### config.mk
export PLATFORM = sky130hd
export DESIGN_NAME = exc_entry_seq
export DESIGN_NICKNAME = d
export VERILOG_FILES = /design/src/rtl/exc_seq_pkg.sv /design/src/rtl/exc_seq_fsm.sv /design/src/rtl/exc_req_latch.sv /design/src/rtl/exc_addr_gen.sv /design/src/rtl/exc_ctx_regs.sv /design/src/rtl/exc_entry_seq.sv
export SDC_FILE = /design/constraint.sdc
export NUM_CORES = 1
export LEC_CHECK = 0
export BUFFER_PORTS_ARGS = -buffer_cell sky130_fd_sc_hd__buf_2
export CORE_MARGIN = 3
export CORE_UTILIZATION = 25
export DETAILED_ROUTE_END_ITERATION = 8
export PLACE_DENSITY = 0.4
export SLEW_MARGIN = 20
export SYNTH_ARGS = -nofsm -noshare
export SYNTH_HDL_FRONTEND = slang
export SYNTH_SLANG_ARGS = --single-unit
export TNS_END_PERCENT = 100
### constraint.sdc
create_clock -name clk_i -period 4.99 [get_ports clk_i]
set_input_delay 0.2495 -clock clk_i [delete_from_list [all_inputs] [get_ports clk_i]]
set_output_delay 0.2495 -clock clk_i [all_outputs]
set_load 0.05 [all_outputs]
### src/rtl/exc_seq_pkg.sv
package exc_seq_pkg;

  typedef enum logic [2:0] {
    KIND_IRQ   = 3'd0,
    KIND_ADDR  = 3'd1,
    KIND_INSTR = 3'd2,
    KIND_MRST  = 3'd3,
    KIND_POR   = 3'd4
  } exc_kind_e;

  typedef enum logic [2:0] {
    ST_BOOT = 3'd0,
    ST_IDLE = 3'd1,
    ST_RPC  = 3'd2,
    ST_RSP  = 3'd3,
    ST_WSR  = 3'd4,
    ST_WPC  = 3'd5,
    ST_RVEC = 3'd6
  } seq_st_e;

  function automatic logic kind_is_reset(exc_kind_e k);
    return (k == KIND_MRST) || (k == KIND_POR);
  endfunction

endpackage

### src/rtl/exc_seq_fsm.sv
module exc_seq_fsm
  import exc_seq_pkg::*;
(
  input  logic       clk_i,
  input  logic       rst_ni,
  input  logic       req_valid_i,
  input  logic [1:0] req_kind_i,
  input  logic       mem_ready_i,
  output seq_st_e    state_o,
  output exc_kind_e  kind_o,
  output logic       accept_o,
  output logic       fin_o,
  output logic       busy_o,
  output logic       mem_req_o
);

  seq_st_e   st_q, st_d;
  exc_kind_e kind_q, kind_d;
  logic      hs;

  assign mem_req_o = (st_q != ST_BOOT) && (st_q != ST_IDLE);
  assign hs        = mem_req_o && mem_ready_i;
  assign busy_o    = (st_q != ST_IDLE);
  assign accept_o  = (st_q == ST_IDLE) && req_valid_i;

  always_comb begin
    st_d   = st_q;
    kind_d = kind_q;
    fin_o  = 1'b0;
    unique case (st_q)
      ST_BOOT: begin
        st_d   = ST_RPC;
        kind_d = KIND_POR;
      end
      ST_IDLE: if (req_valid_i) begin
        kind_d = exc_kind_e'({1'b0, req_kind_i});
        st_d   = (kind_d == KIND_MRST) ? ST_RPC : ST_WSR;
      end
      ST_RPC:  if (hs) st_d = ST_RSP;
      ST_RSP:  if (hs) begin st_d = ST_IDLE; fin_o = 1'b1; end
      ST_WSR:  if (hs) st_d = ST_WPC;
      ST_WPC:  if (hs) st_d = ST_RVEC;
      ST_RVEC: if (hs) begin st_d = ST_IDLE; fin_o = 1'b1; end
      default: st_d = ST_IDLE;
    endcase
  end

  always_ff @(posedge clk_i or negedge rst_ni) begin
    if (!rst_ni) begin
      st_q   <= ST_BOOT;
      kind_q <= KIND_POR;
    end else begin
      st_q   <= st_d;
      kind_q <= kind_d;
    end
  end

  assign state_o = st_q;
  assign kind_o  = kind_q;

  AST_STALL_HOLDS_STEP: assert property (@(posedge clk_i) disable iff (!rst_ni)
    mem_req_o && !mem_ready_i |=> mem_req_o && $stable(st_q));
  AST_BUSY_IGNORES_REQ: assert property (@(posedge clk_i) disable iff (!rst_ni)
    busy_o && req_valid_i |=> $stable(kind_q));
  AST_FIN_ONLY_ON_READY: assert property (@(posedge clk_i) disable iff (!rst_ni)
    fin_o |-> mem_ready_i && !busy_o == 1'b0);

endmodule

### src/rtl/exc_req_latch.sv
module exc_req_latch #(
  parameter int XLEN  = 32,
  parameter int VEC_W = 8,
  parameter int LVL_W = 4
) (
  input  logic             clk_i,
  input  logic             rst_ni,
  input  logic             accept_i,
  input  logic [VEC_W-1:0] vec_i,
  input  logic [LVL_W-1:0] level_i,
  input  logic [XLEN-1:0]  pc_i,
  input  logic [XLEN-1:0]  sp_i,
  input  logic [XLEN-1:0]  sr_i,
  input  logic [XLEN-1:0]  vbr_i,
  output logic [VEC_W-1:0] vec_o,
  output logic [LVL_W-1:0] level_o,
  output logic [XLEN-1:0]  pc_o,
  output logic [XLEN-1:0]  sp_o,
  output logic [XLEN-1:0]  sr_o,
  output logic [XLEN-1:0]  vbr_o
);

  always_ff @(posedge clk_i or negedge rst_ni) begin
    if (!rst_ni) begin
      vec_o   <= '0;
      level_o <= '0;
      pc_o    <= '0;
      sp_o    <= '0;
      sr_o    <= '0;
      vbr_o   <= '0;
    end else if (accept_i) begin
      vec_o   <= vec_i;
      level_o <= level_i;
      pc_o    <= pc_i;
      sp_o    <= sp_i;
      sr_o    <= sr_i;
      vbr_o   <= vbr_i;
    end
  end

endmodule

### src/rtl/exc_addr_gen.sv
module exc_addr_gen
  import exc_seq_pkg::*;
#(
  parameter int          XLEN       = 32,
  parameter int          VEC_W      = 8,
  parameter int          WORD_BYTES = 4,
  parameter logic [31:0] POR_BASE   = 32'h0000_0000,
  parameter logic [31:0] MRST_BASE  = 32'h0000_0008
) (
  input  logic             clk_i,
  input  logic             rst_ni,
  input  seq_st_e          state_i,
  input  exc_kind_e        kind_i,
  input  logic             mem_req_i,
  input  logic             mem_ready_i,
  input  logic [VEC_W-1:0] vec_i,
  input  logic [XLEN-1:0]  pc_i,
  input  logic [XLEN-1:0]  sp_i,
  input  logic [XLEN-1:0]  sr_i,
  input  logic [XLEN-1:0]  vbr_i,
  output logic             mem_we_o,
  output logic [XLEN-1:0]  mem_addr_o,
  output logic [XLEN-1:0]  mem_wdata_o
);

  localparam int          SHIFT = $clog2(WORD_BYTES);
  localparam logic [XLEN-1:0] WORD = XLEN'(WORD_BYTES);

  logic [XLEN-1:0] rst_base;
  logic [XLEN-1:0] vec_off;

  assign rst_base = (kind_i == KIND_MRST) ? XLEN'(MRST_BASE) : XLEN'(POR_BASE);
  assign vec_off  = XLEN'(vec_i) << SHIFT;

  always_comb begin
    mem_we_o    = 1'b0;
    mem_addr_o  = '0;
    mem_wdata_o = '0;
    unique case (state_i)
      ST_RPC:  mem_addr_o = rst_base;
      ST_RSP:  mem_addr_o = rst_base + WORD;
      ST_WSR: begin
        mem_we_o    = 1'b1;
        mem_addr_o  = sp_i - WORD;
        mem_wdata_o = sr_i;
      end
      ST_WPC: begin
        mem_we_o    = 1'b1;
        mem_addr_o  = sp_i - (WORD << 1);
        mem_wdata_o = pc_i;
      end
      ST_RVEC: mem_addr_o = vbr_i + vec_off;
      default: ;
    endcase
  end

  AST_ADDR_HELD_IN_STALL: assert property (@(posedge clk_i) disable iff (!rst_ni)
    mem_req_i && !mem_ready_i |=> $stable(mem_addr_o) && $stable(mem_we_o) && $stable(mem_wdata_o));
  AST_NO_WRITE_IN_RESET: assert property (@(posedge clk_i) disable iff (!rst_ni)
    mem_req_i && mem_we_o |-> !kind_is_reset(kind_i));

endmodule

### src/rtl/exc_ctx_regs.sv
module exc_ctx_regs
  import exc_seq_pkg::*;
#(
  parameter int XLEN     = 32,
  parameter int LVL_W    = 4,
  parameter int MASK_LSB = 4,
  parameter int WORD_BYTES = 4
) (
  input  logic             clk_i,
  input  logic             rst_ni,
  input  seq_st_e          state_i,
  input  exc_kind_e        kind_i,
  input  logic             hs_i,
  input  logic             fin_i,
  input  logic [XLEN-1:0]  rdata_i,
  input  logic [XLEN-1:0]  sp_i,
  input  logic [XLEN-1:0]  sr_i,
  input  logic [LVL_W-1:0] level_i,
  output logic             done_o,
  output logic             init_o,
  output logic [XLEN-1:0]  pc_o,
  output logic [XLEN-1:0]  sp_o,
  output logic [XLEN-1:0]  sr_o
);

  localparam logic [XLEN-1:0] SR_RESET = XLEN'(((1 << LVL_W) - 1) << MASK_LSB);
  localparam logic [XLEN-1:0] FRAME    = XLEN'(2 * WORD_BYTES);

  logic [XLEN-1:0] sr_irq;

  always_comb begin
    sr_irq = sr_i;
    sr_irq[MASK_LSB +: LVL_W] = level_i;
  end

  always_ff @(posedge clk_i or negedge rst_ni) begin
    if (!rst_ni) begin
      pc_o   <= '0;
      sp_o   <= '0;
      sr_o   <= '0;
      done_o <= 1'b0;
      init_o <= 1'b0;
    end else begin
      done_o <= fin_i;
      init_o <= fin_i && kind_is_reset(kind_i);
      if (hs_i) begin
        unique case (state_i)
          ST_RPC: pc_o <= rdata_i;
          ST_RSP: begin
            sp_o <= rdata_i;
            sr_o <= SR_RESET;
          end
          ST_WPC: begin
            sp_o <= sp_i - FRAME;
            sr_o <= (kind_i == KIND_IRQ) ? sr_irq : sr_i;
          end
          ST_RVEC: pc_o <= rdata_i;
          default: ;
        endcase
      end
    end
  end

  AST_DONE_ONE_CYCLE: assert property (@(posedge clk_i) disable iff (!rst_ni)
    done_o |=> !done_o);
  AST_INIT_SR_VALUE: assert property (@(posedge clk_i) disable iff (!rst_ni)
    init_o |-> done_o && sr_o == SR_RESET);
  AST_FRAME_DROP: assert property (@(posedge clk_i) disable iff (!rst_ni)
    done_o && !kind_is_reset(kind_i) |-> sp_o == sp_i - FRAME && !init_o);
  AST_IRQ_LEVEL: assert property (@(posedge clk_i) disable iff (!rst_ni)
    done_o && kind_i == KIND_IRQ |-> sr_o[MASK_LSB +: LVL_W] == level_i);
  AST_FAULT_KEEPS_SR: assert property (@(posedge clk_i) disable iff (!rst_ni)
    done_o && (kind_i == KIND_ADDR || kind_i == KIND_INSTR) |-> sr_o == sr_i);

endmodule

### src/rtl/exc_entry_seq.sv
module exc_entry_seq
  import exc_seq_pkg::*;
#(
  parameter int          XLEN       = 32,
  parameter int          VEC_W      = 8,
  parameter int          LVL_W      = 4,
  parameter int          MASK_LSB   = 4,
  parameter int          WORD_BYTES = 4,
  parameter logic [31:0] POR_BASE   = 32'h0000_0000,
  parameter logic [31:0] MRST_BASE  = 32'h0000_0008
) (
  input  logic             clk_i,
  input  logic             rst_ni,
  input  logic             req_valid_i,
  input  logic [1:0]       req_kind_i,
  input  logic [VEC_W-1:0] req_vec_i,
  input  logic [LVL_W-1:0] req_level_i,
  input  logic [XLEN-1:0]  cur_pc_i,
  input  logic [XLEN-1:0]  cur_sp_i,
  input  logic [XLEN-1:0]  cur_sr_i,
  input  logic [XLEN-1:0]  cur_vbr_i,
  output logic             busy_o,
  output logic             mem_req_o,
  output logic             mem_we_o,
  output logic [XLEN-1:0]  mem_addr_o,
  output logic [XLEN-1:0]  mem_wdata_o,
  input  logic [XLEN-1:0]  mem_rdata_i,
  input  logic             mem_ready_i,
  output logic             done_o,
  output logic             init_o,
  output logic [XLEN-1:0]  pc_o,
  output logic [XLEN-1:0]  sp_o,
  output logic [XLEN-1:0]  sr_o
);

  seq_st_e          state;
  exc_kind_e        kind;
  logic             accept, fin, hs;
  logic [VEC_W-1:0] vec_q;
  logic [LVL_W-1:0] level_q;
  logic [XLEN-1:0]  pc_q, sp_q, sr_q, vbr_q;

  assign hs = mem_req_o && mem_ready_i;

  exc_seq_fsm u_fsm (
    .clk_i       (clk_i),
    .rst_ni      (rst_ni),
    .req_valid_i (req_valid_i),
    .req_kind_i  (req_kind_i),
    .mem_ready_i (mem_ready_i),
    .state_o     (state),
    .kind_o      (kind),
    .accept_o    (accept),
    .fin_o       (fin),
    .busy_o      (busy_o),
    .mem_req_o   (mem_req_o)
  );

  exc_req_latch #(.XLEN(XLEN), .VEC_W(VEC_W), .LVL_W(LVL_W)) u_latch (
    .clk_i    (clk_i),
    .rst_ni   (rst_ni),
    .accept_i (accept),
    .vec_i    (req_vec_i),
    .level_i  (req_level_i),
    .pc_i     (cur_pc_i),
    .sp_i     (cur_sp_i),
    .sr_i     (cur_sr_i),
    .vbr_i    (cur_vbr_i),
    .vec_o    (vec_q),
    .level_o  (level_q),
    .pc_o     (pc_q),
    .sp_o     (sp_q),
    .sr_o     (sr_q),
    .vbr_o    (vbr_q)
  );

  exc_addr_gen #(
    .XLEN(XLEN), .VEC_W(VEC_W), .WORD_BYTES(WORD_BYTES),
    .POR_BASE(POR_BASE), .MRST_BASE(MRST_BASE)
  ) u_addr (
    .clk_i       (clk_i),
    .rst_ni      (rst_ni),
    .state_i     (state),
    .kind_i      (kind),
    .mem_req_i   (mem_req_o),
    .mem_ready_i (mem_ready_i),
    .vec_i       (vec_q),
    .pc_i        (pc_q),
    .sp_i        (sp_q),
    .sr_i        (sr_q),
    .vbr_i       (vbr_q),
    .mem_we_o    (mem_we_o),
    .mem_addr_o  (mem_addr_o),
    .mem_wdata_o (mem_wdata_o)
  );

  exc_ctx_regs #(
    .XLEN(XLEN), .LVL_W(LVL_W), .MASK_LSB(MASK_LSB), .WORD_BYTES(WORD_BYTES)
  ) u_ctx (
    .clk_i   (clk_i),
    .rst_ni  (rst_ni),
    .state_i (state),
    .kind_i  (kind),
    .hs_i    (hs),
    .fin_i   (fin),
    .rdata_i (mem_rdata_i),
    .sp_i    (sp_q),
    .sr_i    (sr_q),
    .level_i (level_q),
    .done_o  (done_o),
    .init_o  (init_o),
    .pc_o    (pc_o),
    .sp_o    (sp_o),
    .sr_o    (sr_o)
  );

  AST_RESET_QUIET: assert property (@(posedge clk_i) disable iff (!rst_ni)
    $rose(busy_o) |-> !done_o);

endmodule

==> flow_metrics.py <==
metrics = {
    "run_status": {
        "status": "complete, no violations",
    },
    "timing": {
        "hold_viol_final": 0,
        "max_freq_ghz": 0.269,
        "holdWs_ns": 0.0324,
        "slew_violations": 0,
        "skew_ns": 0.0112,
        "rsz0062_at_grt": "false",
        "setup_viol": 0,
        "tns_ns": 0,
        "max-slew-margin-rel_pct": 29.5,
        "tightest_slew_ns": 1.05,
        "finalCritPeriodShare_pct": 74.6,
        "min_period_ns": 3.72,
    },
    "grt": {
        "grt_max_degree": 102,
        "antenna_found_initial": 7,
        "grt_pass1_vias": 11300,
        "grt.overflow.total": 0,
        "track_usage_pct": 17.2,
        "grt_pass1_wl_um": 70500,
    },
    "die": {
        "die_w_um": 228,
        "die_h_um": 228,
        "core_region_area_um2": 48100,
        "initial_core_util_pct": 25.6,
        "design.portCount": 343,
        "die_area_um2": 51900,
        "placementRows": 80,
    },
    "worst_setup_path": {
        "endpoint": "mem_addr_o[26]",
        "cp-startpoint": "u_latch.sp_o[6]$_DFFE_PN0P_",
        "crit_chain": "or4_1, a21oi_1, nand4_1, xnor2_1, o211ai_1, buf_2",
        "worstPathRequired_ns": 4.74,
        "crit_family": "compound AO/OA/AOI/OAI gates",
        "cp_num_buf_inv": 1,
        "reg2reg_to": "u_ctx.sr_o[13]$_DFFE_PN0P_",
        "crit_path_start_kind": "flop",
        "worstPathMaxFanout": 11,
        "crit_cells": 6,
        "r2r_start": "u_fsm.state_o[1]$_DFFE_PN0P_",
        "cp.arrival_ns": 3.47,
        "cp-end-kind": "primary output",
        "r2r_slack_ns": 2.14,
        "cpPeakStageDelay_ns": 0.79,
        "cp_slowest_cell": "a21oi_1",
        "rr_worst_depth": 4,
        "crit_type": "flop to primary output",
    },
    "routing": {
        "final_antenna_net_count": 0,
        "route.vias.total": 10500,
        "post_drt_wl_per_cell_um": 20.0,
        "route.detailed.drc": 0,
        "drt_iter0_drc": 406,
        "dr.pass1.iters": 5,
        "vias_per_cell": 4.62,
        "drt_wl_total_um": 45500,
    },
    "pwr": {
        "ir_worst_vdd_uv": 267,
        "leakage_nw": 7.82,
        "powerDensity_nw_per_um2": 673,
    },
    "min_path": {
        "hold_class": "input port to flop",
    },
    "logic_synthesis": {
        "synth_nets": 1301,
        "yosysWarnings": 0,
        "seq_area_frac_synth_pct": 49.6,
        "synth-edff-count": 0,
        "syn_area_um2": 12300,
        "synthCells": 1111,
        "synth.distinct_cells": 62,
        "ys.flop_type": "dfrtp_1",
        "syn_area_per_cell_um2": 11.1,
        "ys_seq_elements": 244,
        "async_flop_share_pct": 100,
    },
    "clocking": {
        "clock-root-buffer": "clkbuf_16",
        "clk_latency_ns": 0.59,
        "cts.path.max_buffers": 3,
        "cts_made_buffers": 31,
        "cts_num_sinks": 244,
        "cts_tree": "built",
        "clkTransAtPathRegs_ns": 0.06,
        "cts_resized": 0,
        "h-tree-depth": 1,
    },
    "layout": {
        "final_common_cell": "buf_2",
        "drive_gt1_share_pct": 37.1,
        "multi_input_area_um2": 5870,
        "fillCellCount": 4925,
        "final_util_pct": 36.5,
        "layout_common_cells": "buf_2, dfrtp_1, dlygate4sd3_1",
        "seq_area_um2": 6110,
        "syn_to_final_growth_pct": 42.9,
        "fin_nets": 1784,
    },
    "placed_design": {
        "gp_congestion": 0.815,
        "dp_hpwl_um": 32700,
        "port_buffers": 342,
    },
    "run": {
        "max_cap_viol_count": 0,
    },
}
## Yosys cell counts, types with 10 or more instances
master,instances,area [um^2]
nor4_1,16,100
xnor2_1,36,315
ha_1,11,138
or3_1,10,62.6
nand2_1,65,244
clkbuf_1,65,244
o21ai_0,38,190
a22o_1,31,272
nand4_1,12,75.1
xor2_1,27,236
a21oi_1,23,115
o211ai_1,23,173
nand3_1,34,170
mux2i_1,44,440
nor3_1,22,110
mux2_2,168,1890
o22ai_1,20,125
nor2_1,87,327
dfrtp_1,243,6080
## cell families after synthesis
kind of cell    synth area share (%)
compound gates                  9.92
simple gates                    12.8
mux                             18.9
buf+inv                         2.99
flops                           49.6
fa+ha+maj                       1.28
xor+xnor                        4.48
## worst reg2reg max path, cell delays in order (launching register included)
cell and delay (ns):
dfrtp_1 0.61, nor2b_1 0.35, nand2_1 0.53, nor2_4 1.00
a22o_1 0.29
## timing repair
| action | 4_1_cts | 5_1_grt |
|---|---|---|
| setup buffers | 0 | 0 |
| hold endpoints to repair | 299 | 0 |
| hold buffers | 175 | 0 |
## per-layer routing
metal / GRT usage [%] / wire length, um / up-vias
met4: 4.08 / 1150 / 10
met5: 0 / 51 / -
met1: 22.4 / 20200 / 5124
li1: - / - / 5003
met2: 28.8 / 21300 / 319
met3: 4.34 / 2780 / 67
## worst min-delay path by stage
stage                           start                     endpoint  slack, ns  depth (start not counted)
final                     req_valid_i  u_fsm.kind_o[2]$_DFFE_PN1P_       0.03                          4
after global routing      mem_ready_i       u_ctx.done_o$_DFF_PN0_       0.03                          3
after CTS                 req_valid_i  u_fsm.kind_o[2]$_DFFE_PN1P_      0.002                          4
after detailed placement       rst_ni    u_ctx.pc_o[0]$_DFFE_PN0P_       0.37                          1
after global placement         rst_ni    u_ctx.pc_o[0]$_DFFE_PN0P_       0.37                          1
after floorplan                rst_ni       u_ctx.done_o$_DFF_PN0_      -0.05                          0
## metrics by stage
step	worst slack [ns]	cell area [um^2]	cells	total power, W
detailed placement	1.83	14700	2042	0.00940
global placement	1.89	14700	2042	0.00936
CTS	1.17	17600	2274	0.0120
global route	1.01	17600	2276	0.0126
finish	1.27	17600	2276	0.0118
floorplan	1.95	12300	1111	0.00775
## sequential cells by signal (all words and copies together), names as in the netlist
register / cells
u_fsm.state_o: 3
u_latch.vbr_o: 32
u_latch.sr_o: 32
u_ctx.done_o: 1
u_ctx.init_o: 1
u_ctx.pc_o: 32
u_latch.pc_o: 32
u_latch.vec_o: 8
u_fsm.kind_o: 3
u_latch.level_o: 4
u_ctx.sr_o: 32
u_ctx.sp_o: 32
u_latch.sp_o: 32
## final cells by class
type / instances / share of cell area, %
Clock inverter: 12 / 1.01
Inverter: 10 / 0.213
Multi-Input combinational cell: 775 / 33.4
Sequential cell: 244 / 34.7
Clock buffer: 45 / 5.33
Antenna cell: 2 / 0.0284
Tap cell: 656 / 4.67
Timing Repair Buffer: 532 / 20.7
## where the power goes
| group | switching [W] | internal [W] | total, W |
|---|---|---|---|
| combinational | 0.00359 | 0.00203 | 0.00562 |
| clock | 0.000934 | 0.00151 | 0.00244 |
| sequential | 0.000882 | 0.00291 | 0.00379 |
(Power assumes the default switching activity.)
